### src/rtl/cdma_pkg.sv
package cdma_pkg;

   typedef enum logic [2:0] {
      S_IDLE = 3'd0,
      S_RD0  = 3'd1,
      S_RD1  = 3'd2,
      S_RD2  = 3'd3,
      S_XFER = 3'd4,
      S_WB   = 3'd5,
      S_SUSP = 3'd6
   } cdma_state_e;

   localparam int OWN_POS    = 31;
   localparam int RING_POS   = 30;
   localparam int POLL_POS   = 31;
   localparam int THR_LSB    = 28;
   localparam int WORD_BYTES = 4;
   localparam int DESC_BYTES = 8;

   localparam logic [1:0] REG_MODE = 2'd0;
   localparam logic [1:0] REG_CRST = 2'd1;
   localparam logic [1:0] REG_THR  = 2'd2;
   localparam logic [1:0] REG_BASE = 2'd3;

endpackage

### src/rtl/cdma_regs.sv
module cdma_regs
   import cdma_pkg::*;
#(
   parameter int ADDR_W = 16
) (
   input  logic              clk,
   input  logic              rst_n,
   input  logic              wr_en,
   input  logic [1:0]        addr,
   input  logic [31:0]       wdata,
   output logic [31:0]       rdata,
   output logic              eng_en,
   output logic [4:0]        skip_len,
   output logic [2:0]        burst_enc,
   output logic [ADDR_W-1:0] base_addr,
   output logic              poll,
   output logic              card_rst_n
);

   generate
      if (ADDR_W < 8 || ADDR_W > 32) begin : g_bad_addr_w
         $error("cdma_regs: ADDR_W must lie in 8..32");
      end
   endgenerate

   logic unused_wbits;
   assign unused_wbits = ^wdata;

   always_ff @(posedge clk or negedge rst_n) begin
      if (!rst_n) begin
         eng_en     <= 1'b0;
         skip_len   <= '0;
         burst_enc  <= '0;
         base_addr  <= '0;
         card_rst_n <= 1'b1;
      end else if (wr_en) begin
         case (addr)
            REG_MODE: begin
               eng_en   <= wdata[7];
               skip_len <= wdata[6:2];
            end
            REG_CRST: card_rst_n <= wdata[0];
            REG_THR:  burst_enc  <= wdata[THR_LSB+2:THR_LSB];
            REG_BASE: base_addr  <= {wdata[ADDR_W-1:2], 2'b00};
            default: ;
         endcase
      end
   end

   assign poll = wr_en && (addr == REG_MODE) && wdata[POLL_POS];

   always_comb begin
      rdata = '0;
      case (addr)
         REG_MODE: begin
            rdata[10:8] = burst_enc;
            rdata[7]    = eng_en;
            rdata[6:2]  = skip_len;
         end
         REG_CRST: rdata[0] = card_rst_n;
         REG_THR:  rdata[THR_LSB+2:THR_LSB] = burst_enc;
         REG_BASE: rdata[ADDR_W-1:0] = base_addr;
         default: ;
      endcase
   end

endmodule

### src/rtl/cdma_burst_sizer.sv
module cdma_burst_sizer #(
   parameter int LEN_W        = 16,
   parameter bit SHIFT_DECODE = 1'b1
) (
   input  logic [2:0]       enc,
   input  logic [LEN_W-1:0] remaining,
   output logic [LEN_W-1:0] burst_len
);

   generate
      if (LEN_W < 9 || LEN_W > 30) begin : g_bad_len_w
         $error("cdma_burst_sizer: LEN_W must lie in 9..30");
      end
   endgenerate

   logic [8:0] full;

   generate
      if (SHIFT_DECODE) begin : g_shift
         always_comb begin
            if (enc == 3'd0) full = 9'd1;
            else             full = 9'd1 << ({1'b0, enc} + 4'd1);
         end
      end else begin : g_table
         always_comb begin
            case (enc)
               3'd0:    full = 9'd1;
               3'd1:    full = 9'd4;
               3'd2:    full = 9'd8;
               3'd3:    full = 9'd16;
               3'd4:    full = 9'd32;
               3'd5:    full = 9'd64;
               3'd6:    full = 9'd128;
               default: full = 9'd256;
            endcase
         end
      end
   endgenerate

   logic [LEN_W-1:0] full_w;
   assign full_w    = LEN_W'(full);
   assign burst_len = (remaining < full_w) ? remaining : full_w;

endmodule

### src/rtl/cdma_fetch_fsm.sv
module cdma_fetch_fsm
   import cdma_pkg::*;
#(
   parameter int ADDR_W       = 16,
   parameter int LEN_W        = 16,
   parameter bit SHIFT_DECODE = 1'b1
) (
   input  logic              clk,
   input  logic              rst_n,
   input  logic              eng_en,
   input  logic [4:0]        skip_len,
   input  logic [ADDR_W-1:0] base_addr,
   input  logic              poll,
   input  logic [2:0]        burst_enc,
   output logic              mem_rd_en,
   output logic              mem_wr_en,
   output logic [ADDR_W-1:0] mem_addr,
   output logic [31:0]       mem_wdata,
   input  logic [31:0]       mem_rdata,
   output logic              bus_valid,
   input  logic              bus_ready,
   output logic              bus_first,
   output logic [LEN_W-1:0]  bus_len,
   output logic [ADDR_W-1:0] bus_addr
);

   cdma_state_e       st;
   logic [ADDR_W-1:0] cur;
   logic [31:0]       w0;
   logic [ADDR_W-1:0] buf_a;
   logic [LEN_W-1:0]  rem;
   logic [LEN_W-1:0]  blft;
   logic [LEN_W-1:0]  burst_len;
   logic [ADDR_W-1:0] next_desc;

   cdma_burst_sizer #(
      .LEN_W       (LEN_W),
      .SHIFT_DECODE(SHIFT_DECODE)
   ) u_sizer (
      .enc      (burst_enc),
      .remaining(rem),
      .burst_len(burst_len)
   );

   assign next_desc = w0[RING_POS] ? base_addr
                    : cur + ADDR_W'(DESC_BYTES) + ADDR_W'({skip_len, 2'b00});

   always_comb begin
      mem_rd_en = 1'b0;
      mem_wr_en = 1'b0;
      mem_addr  = cur;
      mem_wdata = w0 & ~(32'h1 << OWN_POS);
      case (st)
         S_RD0: mem_rd_en = eng_en;
         S_RD1: begin
            mem_rd_en = eng_en && mem_rdata[OWN_POS];
            mem_addr  = cur + ADDR_W'(WORD_BYTES);
         end
         S_WB:  mem_wr_en = 1'b1;
         default: ;
      endcase
   end

   assign bus_valid = (st == S_XFER);
   assign bus_first = bus_valid && (blft == '0);
   assign bus_len   = burst_len;
   assign bus_addr  = buf_a;

   always_ff @(posedge clk or negedge rst_n) begin
      if (!rst_n) begin
         st    <= S_IDLE;
         cur   <= '0;
         w0    <= '0;
         buf_a <= '0;
         rem   <= '0;
         blft  <= '0;
      end else begin
         case (st)
            S_IDLE: begin
               if (eng_en) begin
                  cur <= base_addr;
                  st  <= S_RD0;
               end
            end
            S_RD0: st <= eng_en ? S_RD1 : S_IDLE;
            S_RD1: begin
               if (!eng_en) st <= S_IDLE;
               else begin
                  w0 <= mem_rdata;
                  st <= mem_rdata[OWN_POS] ? S_RD2 : S_SUSP;
               end
            end
            S_RD2: begin
               if (!eng_en) st <= S_IDLE;
               else begin
                  buf_a <= mem_rdata[ADDR_W-1:0];
                  rem   <= w0[LEN_W-1:0];
                  blft  <= '0;
                  st    <= (w0[LEN_W-1:0] == '0) ? S_WB : S_XFER;
               end
            end
            S_XFER: begin
               if (bus_ready) begin
                  rem   <= rem - 1'b1;
                  buf_a <= buf_a + ADDR_W'(WORD_BYTES);
                  blft  <= ((blft == '0) ? burst_len : blft) - 1'b1;
                  if (!eng_en)              st <= S_IDLE;
                  else if (rem == LEN_W'(1)) st <= S_WB;
               end
            end
            S_WB: begin
               cur <= next_desc;
               st  <= eng_en ? S_RD0 : S_IDLE;
            end
            S_SUSP: begin
               if (!eng_en)  st <= S_IDLE;
               else if (poll) st <= S_RD0;
            end
            default: st <= S_IDLE;
         endcase
      end
   end

endmodule

### src/rtl/cdma_engine.sv
module cdma_engine #(
   parameter int ADDR_W       = 16,
   parameter int LEN_W        = 16,
   parameter bit SHIFT_DECODE = 1'b1
) (
   input  logic              clk,
   input  logic              rst_n,
   input  logic              reg_wr,
   input  logic [1:0]        reg_addr,
   input  logic [31:0]       reg_wdata,
   output logic [31:0]       reg_rdata,
   output logic              card_rst_n,
   output logic              mem_rd_en,
   output logic              mem_wr_en,
   output logic [ADDR_W-1:0] mem_addr,
   output logic [31:0]       mem_wdata,
   input  logic [31:0]       mem_rdata,
   output logic              bus_valid,
   input  logic              bus_ready,
   output logic              bus_first,
   output logic [LEN_W-1:0]  bus_len,
   output logic [ADDR_W-1:0] bus_addr
);

   logic              eng_en;
   logic [4:0]        skip_len;
   logic [2:0]        burst_enc;
   logic [ADDR_W-1:0] base_addr;
   logic              poll;

   cdma_regs #(.ADDR_W(ADDR_W)) u_regs (
      .clk       (clk),
      .rst_n     (rst_n),
      .wr_en     (reg_wr),
      .addr      (reg_addr),
      .wdata     (reg_wdata),
      .rdata     (reg_rdata),
      .eng_en    (eng_en),
      .skip_len  (skip_len),
      .burst_enc (burst_enc),
      .base_addr (base_addr),
      .poll      (poll),
      .card_rst_n(card_rst_n)
   );

   cdma_fetch_fsm #(
      .ADDR_W      (ADDR_W),
      .LEN_W       (LEN_W),
      .SHIFT_DECODE(SHIFT_DECODE)
   ) u_fsm (
      .clk      (clk),
      .rst_n    (rst_n),
      .eng_en   (eng_en),
      .skip_len (skip_len),
      .base_addr(base_addr),
      .poll     (poll),
      .burst_enc(burst_enc),
      .mem_rd_en(mem_rd_en),
      .mem_wr_en(mem_wr_en),
      .mem_addr (mem_addr),
      .mem_wdata(mem_wdata),
      .mem_rdata(mem_rdata),
      .bus_valid(bus_valid),
      .bus_ready(bus_ready),
      .bus_first(bus_first),
      .bus_len  (bus_len),
      .bus_addr (bus_addr)
   );

endmodule

### config.mk
export PLATFORM = sky130hd
export DESIGN_NAME = cdma_engine
export DESIGN_NICKNAME = d
export VERILOG_FILES = /design/src/rtl/cdma_pkg.sv /design/src/rtl/cdma_regs.sv /design/src/rtl/cdma_burst_sizer.sv /design/src/rtl/cdma_fetch_fsm.sv /design/src/rtl/cdma_engine.sv
export SDC_FILE = /design/constraint.sdc
export NUM_CORES = 1
export LEC_CHECK = 0
export BUFFER_PORTS_ARGS = -buffer_cell sky130_fd_sc_hd__buf_4
export CAP_MARGIN = 20
export CORE_ASPECT_RATIO = 1.75
export CORE_MARGIN = 8
export CORE_UTILIZATION = 30
export CTS_BUF_LIST = sky130_fd_sc_hd__clkbuf_8
export CTS_CLUSTER_DIAMETER = 150
export DETAILED_ROUTE_END_ITERATION = 8
export GPL_TIMING_DRIVEN = 0
export PLACE_DENSITY_LB_ADDON = 0.1
export SYNTH_ARGS = -nofsm -noshare
export SYNTH_HDL_FRONTEND = slang
export SYNTH_SLANG_ARGS = --single-unit
### constraint.sdc
create_clock -name clk -period 7.3 [get_ports clk]
set_input_delay 0 -clock clk [delete_from_list [all_inputs] [get_ports clk]]
set_output_delay 0 -clock clk [all_outputs]
set_load 0.005 [all_outputs]
Yosys cells after proc, flatten, opt, wreduce, memory -nomap -nowiden
Cells that the tools add are included.
{"block": "word_totals", "ff_bits": 122, "latch_bits": 0, "mem_bits_rw": 0, "romBits": 0, "input_bits": 70, "out_inout_bits": 117, "wordCells": 89, "mem_count": 0}
{"block": "op_classes", "add_sub_neg": 7, "mul": 0, "div_mod_pow": 0, "order_cmp": 1, "eq_ne": 15, "shifts": 1, "mux": 35, "bitwise_logic": 0, "reduce_logical": 19}
{"operator": "$mux W16", "n": 11}
{"operator": "$pmux W16 S2", "n": 4}
{"operator": "$add A16 B3 Y16 const B", "n": 2}
{"operator": "$logic_not A16 Y1", "n": 2}
{"operator": "$sub A16 B1 Y16 const B", "n": 2}
{"operator": "$mux W3", "n": 10}
{"operator": "$pmux W3 S7", "n": 1}
{"operator": "$pmux W9 S2", "n": 1}
{"operator": "$add A16 B4 Y16 const B", "n": 1}
{"operator": "$add A16 B7 Y16", "n": 1}
{"operator": "$eq A16 B1 Y1 const B", "n": 1}
{"operator": "$lt A16 B9 Y1", "n": 1}
{"operator": "$reduce_and A2 Y1", "n": 6}
{"operator": "$eq A3 B3 Y1 const B", "n": 3}
{"operator": "$mux W9", "n": 1}
{"operator": "$shl A1 B4 Y9 const A", "n": 1}
{"operator": "$eq A3 B2 Y1 const B", "n": 2}
{"operator": "$logic_not A3 Y1", "n": 2}
{"operator": "$ne A2 B2 Y1 const B", "n": 3}
{"operator": "$ne A3 B3 Y1 const B", "n": 2}
{"operator": "$mux W5", "n": 1}
{"operator": "$add A3 B1 Y4 const B", "n": 1}
{"operator": "$eq A2 B2 Y1 const B", "n": 2}
{"operator": "$logic_and A1 B1 Y1", "n": 4}
{"operator": "other kinds (9)", "n": 13}

Logic depth before layout (Yosys ltp)
{"block": "logic_depth", "depth_word": 9, "ltp_mapped": 16, "ltp_nobuf": 15}

By module
A second synthesis with hierarchy kept.
{"block": "unflattened", "hier_cells": 829, "area_unflattened_um2": 7627.3}
{"mod": "cdma_fetch_fsm", "instances": 1, "cells_each": 660, "area_each_um2": 5855.6, "seq_area_each_um2": 2452.4}
{"mod": "cdma_regs", "instances": 1, "cells_each": 107, "area_each_um2": 1296.2, "seq_area_each_um2": 601.8}
{"mod": "cdma_burst_sizer", "instances": 1, "cells_each": 62, "area_each_um2": 475.5, "seq_area_each_um2": 0.0}

Least setup slack after synthesis
OpenSTA, ideal clock, no wires.
{"block": "synth_timing", "kind": "flip-flop to flip-flop", "from": "register u_regs.burst_enc[1]", "to": "register u_fsm.blft[10]", "setup_ns": 0.126, "arrival_ns": 3.678, "required_ns": 7.174, "path_slack_ns": 3.496, "path_stages_with_launch": 16, "path_buffers": 1, "synth_period_minus_slack_ns": 3.804, "cell_sequence": "dfrtp_1 -> clkbuf_1 -> nor2b_1 -> nand2b_1 -> ha_1 -> o2111ai_1 -> a311oi_1 -> nor3_1 -> or2_2 -> a21oi_1 -> ha_1 -> nand2b_1 -> a311oi_1 -> nand2_2 -> o311a_1 -> a221o_1"}
{"block": "synth_via", "elab_chain_len": 9}
{"item": "start, declared", "line_no": "cdma_regs.sv:14", "text": "output logic [2:0] burst_enc,"}
{"item": "start signal, assigned", "line_no": "cdma_regs.sv:43", "text": "REG_THR: burst_enc <= wdata[THR_LSB+2:THR_LSB];"}
{"item": "$add A3 B1 Y4", "line_no": "cdma_burst_sizer.sv:22", "text": "else full = 9'd1 << ({1'b0, enc} + 4'd1);"}
{"item": "$shl A1 B4 Y9", "line_no": "cdma_burst_sizer.sv:22"}
{"item": "$mux W9 (*)", "line_no": "cdma_burst_sizer.sv:21", "text": "if (enc == 3'd0) full = 9'd1;"}
{"item": "$lt A16 B9 Y1", "line_no": "cdma_burst_sizer.sv:42", "text": "assign burst_len = (remaining < full_w) ? remaining : full_w;"}
{"item": "$mux W16 (*)", "line_no": "cdma_burst_sizer.sv:42"}
{"item": "net bus_len[0]", "line_no": "cdma_engine.sv:21", "text": "output logic [LEN_W-1:0] bus_len,"}
{"item": "$mux W16 (*)", "line_no": "cdma_fetch_fsm.sv:106", "text": "blft <= ((blft == '0) ? burst_len : blft) - 1'b1;"}
{"item": "$sub A16 B1 Y16 (*)", "line_no": "cdma_fetch_fsm.sv:106"}
{"item": "$mux W16 (*)", "line_no": "cdma_fetch_fsm.sv:103", "text": "if (bus_ready) begin"}
{"item": "$pmux W16 S2 (*)", "line_no": "cdma_fetch_fsm.sv:78", "text": "case (st)"}
{"item": "end signal, assigned", "line_no": "cdma_fetch_fsm.sv:106"}
{"item": "end, declared", "line_no": "cdma_fetch_fsm.sv:32", "text": "logic [LEN_W-1:0] blft;"}
Mark *: on every way through the listed nets, which the timed path passes. The rest lies on a longest branch. The select of a mux whose other input is x is not followed.
A chain may end at the register's enable or synchronous reset.

Final worst setup path
{"block": "layout_timing", "from": "register u_regs.burst_enc[1]", "to": "register u_fsm.blft[10]"}
{"block": "layout_via", "elab_chain_len": 9}
{"item": "$add A3 B1 Y4", "line_no": "cdma_burst_sizer.sv:22"}
{"item": "$shl A1 B4 Y9", "line_no": "cdma_burst_sizer.sv:22"}
{"item": "$mux W9 (*)", "line_no": "cdma_burst_sizer.sv:21"}
{"item": "$lt A16 B9 Y1", "line_no": "cdma_burst_sizer.sv:42"}
{"item": "$mux W16 (*)", "line_no": "cdma_burst_sizer.sv:42"}
{"item": "$mux W16 (*)", "line_no": "cdma_fetch_fsm.sv:106"}
{"item": "$sub A16 B1 Y16 (*)", "line_no": "cdma_fetch_fsm.sv:106"}
{"item": "$mux W16 (*)", "line_no": "cdma_fetch_fsm.sv:103"}
{"item": "$pmux W16 S2 (*)", "line_no": "cdma_fetch_fsm.sv:78"}
Every way passes the cells marked *; elsewhere a longest branch is shown, timed or not. The select of a mux whose other input is x is not followed.

==> flow_summary.ini <==
[sta]
finClkSkew_ns = 0.01784
max_freq_mhz = 212.2
final-max-slew-violation-count = 0
worstMarginPinSlew_ns = 0.9876
fin_tns_setup_ns = 0
layout_min_cycle_time_ns = 4.712
post-route-period-util_pct = 64.55
rsz0062_at_grt = no
final-hold-violation-count = 0
setup_viol = 0
slew_headroom_pct = 33.92
hold_slack_ns = 0.04641

[detailed_routing]
remaining_drc_errors = 0
drt-initial-drc-count = 387
dr_total_vias = 6919
totalWireLength_um = 26370
drtAntennaViolNets = 0
first_pass_iters = 6
post_drt_wl_per_cell_um = 19.38
routed_via_density = 5.084

[synthesis]
synthTopCellsByCount = dfrtp_1 (119), nand2_1 (71), nor2_1 (63)
yosysTopAreaCellShare_pct = 40.82
yosys_warnings = 0
synth_edf_count = 0
syn_inst = 793
syn_area_mm2 = 0.007296
synthArstFlopShare_pct = 100.0
synth_area_leader_cell = dfrtp_1
syn_area_per_cell_um2 = 9.200
synth_seq_cells = 120
yosysMostFrequentCell = dfrtp_1
synth.area.top_cells = dfrtp_1 (41%), mux2_2 (9.0%), ha_1 (4.6%), o21ai_0 (4.2%), a21oi_1 (3.8%)
ys_seq_area_share_pct = 41.18
synth_cell_type_count = 64
ys.flop_type = dfrtp_1

[power]
p_leak_uw = 0.004414
finalPower_uw = 3741
power_density_mw_per_mm2 = 379.5
power_frac_comb_pct = 49.6
p_seq_share_pct = 34.2
peakVddDrop_mv = 0.1386
p_int_uw = 2111
clock_power_share_pct = 16.2
switching_share_pct = 43.59
switchingPower_uw = 1631

[clock_tree]
cts_made_buffers = 17
clockRootBuffer = clkbuf_8
clk_pin_slew_ns = 0.07
h-tree-depth = 4
ctsLongestPathBuffers = 2
post_cts_buffers = 0
cts_resized = 0
holdBufCountCts = 55
cts_tree = built
cts.sinks = 120
clk_latency_ns = 0.46

[floorplan]
start_util_pct = 30.49
coreArea_mm2 = 0.02393
dieHeight_um = 222.3
die-area_mm2 = 0.02976
dieWidth_um = 133.9
num_rows = 75
io_pins = 187

[min_path]
hold_path_class = in -> reg

[global_routing]
grt_max_degree = 64
grt_overflow_total = 0
use_met2_pct = 33.56
grt.total_usage_pct = 17.83
grt_pass1_wl_um = 41370
met3_usage_pct = 3.954
first_global_vias = 7361
antenna_found_initial = 0
use_met1_pct = 17.96
grt-busiest-layer = met2

[finish]
design_area_mm2 = 0.009858
layout-drive-gt1-share_pct = 26.50
area_delta_synth_final_pct = 35.12
diodes = 0
finalNetCount = 1138
regArea_mm2 = 0.003004
n_fill_cell = 2452
multi_input_area_mm2 = 0.003954

[placement]
postPlaceCellArea_mm2 = 0.008917
hpwl_um = 19920
place_congestion = 0.8115
port_buffers = 149

[setup_path]
slowest_delay_ns = 0.67
timing_worst_setup_path_type = reg -> reg
cp-end-kind = flip-flop
slowest_stage = a311oi_1
start_kind = flip-flop
critPathMaxFanout = 10
cp_data_arrival_time_ns = 5.04
cp.required_ns = 7.63
path_cells = clkbuf_1 > nor2b_1 > nand2b_1 > ha_1 > o2111ai_1 > a311oi_1 > nor3_1 > or2_2 > a21oi_1 > ha_1 > nand2b_1 > a311oi_1 > nand2_2 > o311a_1 > a221o_1

[status]
status = finished, final reports clean

[run]
maxCapViolCount = 0
[layout by cell type, fill, tap and decap left out, types with 25 or more instances in the layout]
| cell | synthesis | routed |
|---|---|---|
| nand3_1 | 35 | 35 |
| buf_4 | 24 | 172 |
| nand2_1 | 71 | 71 |
| a21oi_1 | 56 | 56 |
| o21ai_0 | 61 | 61 |
| mux2_2 | 58 | 58 |
| clkbuf_1 | 35 | 35 |
| dlygate4sd3_1 | 0 | 55 |
| ha_1 | 27 | 27 |
| dfrtp_1 | 119 | 119 |
| conb_1 | 2 | 25 |
| nor2_1 | 63 | 63 |
[stage by stage]
stage	worst slack (ns)	instances	util, %
after global routing	2.183	1361	41.20
after floorplan	3.496	816	-
after detailed placement	2.608	1274	37.27
after global placement	2.649	1273	37.13
final	2.588	1361	41.20
after CTS	2.591	1361	41.20
[kinds of logic (layout without fill, tap and decap cells)]
kind of cell,Yosys count,after routing,synth area share (%)
buffers and inverters,89,326,5.814
AO/OA/AOI/OAI,205,205,17.87
flip-flops,120,120,41.18
AND/OR/NAND/NOR,273,273,18.98
XOR/XNOR,16,16,1.921
adder cells (fa/ha/maj),28,28,4.905
multiplexers,60,60,9.227
other,2,25,0.1029
[power by group through the flow]
stage               clock network, uW  registers, uW  logic (uW)
finish                            607           1280        1850
global route                      649           1320        2070
CTS                               624           1280        1880
detailed placement                  0           1290        1840
global placement                    0           1290        1820
floorplan                           0           1180        1110
[final timing paths]
check	start	endpoint	slack, ns	cells after the start
worst max-delay path	u_regs.burst_enc[1]	u_fsm.blft[10]	2.59	15
worst min-delay path	reg_wr	u_regs.burst_enc[2]	0.05	3
worst max register to register	u_regs.burst_enc[1]	u_fsm.blft[10]	2.59	15
worst min register to register	u_fsm.w0[25]	u_fsm.w0[25]	0.51	1
max in group asynchronous	rst_n	u_regs.card_rst_n	6.41	3
min in group asynchronous	rst_n	u_fsm.w0[10]	0.09	2
[layout make-up]
cell class	instances	share of cell area (%)
timing repair buffer	205	17.25
buffer	68	3.503
tap	308	3.909
inverter	21	0.7996
clock buffer	23	3.211
clock inverter	9	0.7488
sequential	120	30.47
multi-input combinational	607	40.11
[sequential cells by signal, indices dropped and copies added, names as in the netlist]
register and flops:
u_fsm.cur 14, u_fsm.bus_addr 16, u_fsm.w0 31, u_regs.eng_en 1
u_fsm.st 3, u_regs.skip_len 5, u_regs.base_addr 14, u_regs.burst_enc 3
u_fsm.rem 16, u_regs.card_rst_n 1, u_fsm.blft 16
[layer usage]
metal	part of all wire (%)	vias to the layer above
li1	-	3329
met1	37	3351
met2	55	193
met3	4.9	46
met4	3.3	0
met5	0	-
[worst max-delay path: cells and delay by family (launching register included)]
kind	cells	cell delay (ns)
adder cells (fa/ha/maj)	2	0.54
AND/OR/NAND/NOR	6	1.19
buffers and inverters	1	0.36
AO/OA/AOI/OAI	6	2.17
flip-flops	1	0.32
No activity file was read; power rests on OpenSTA's default activity.
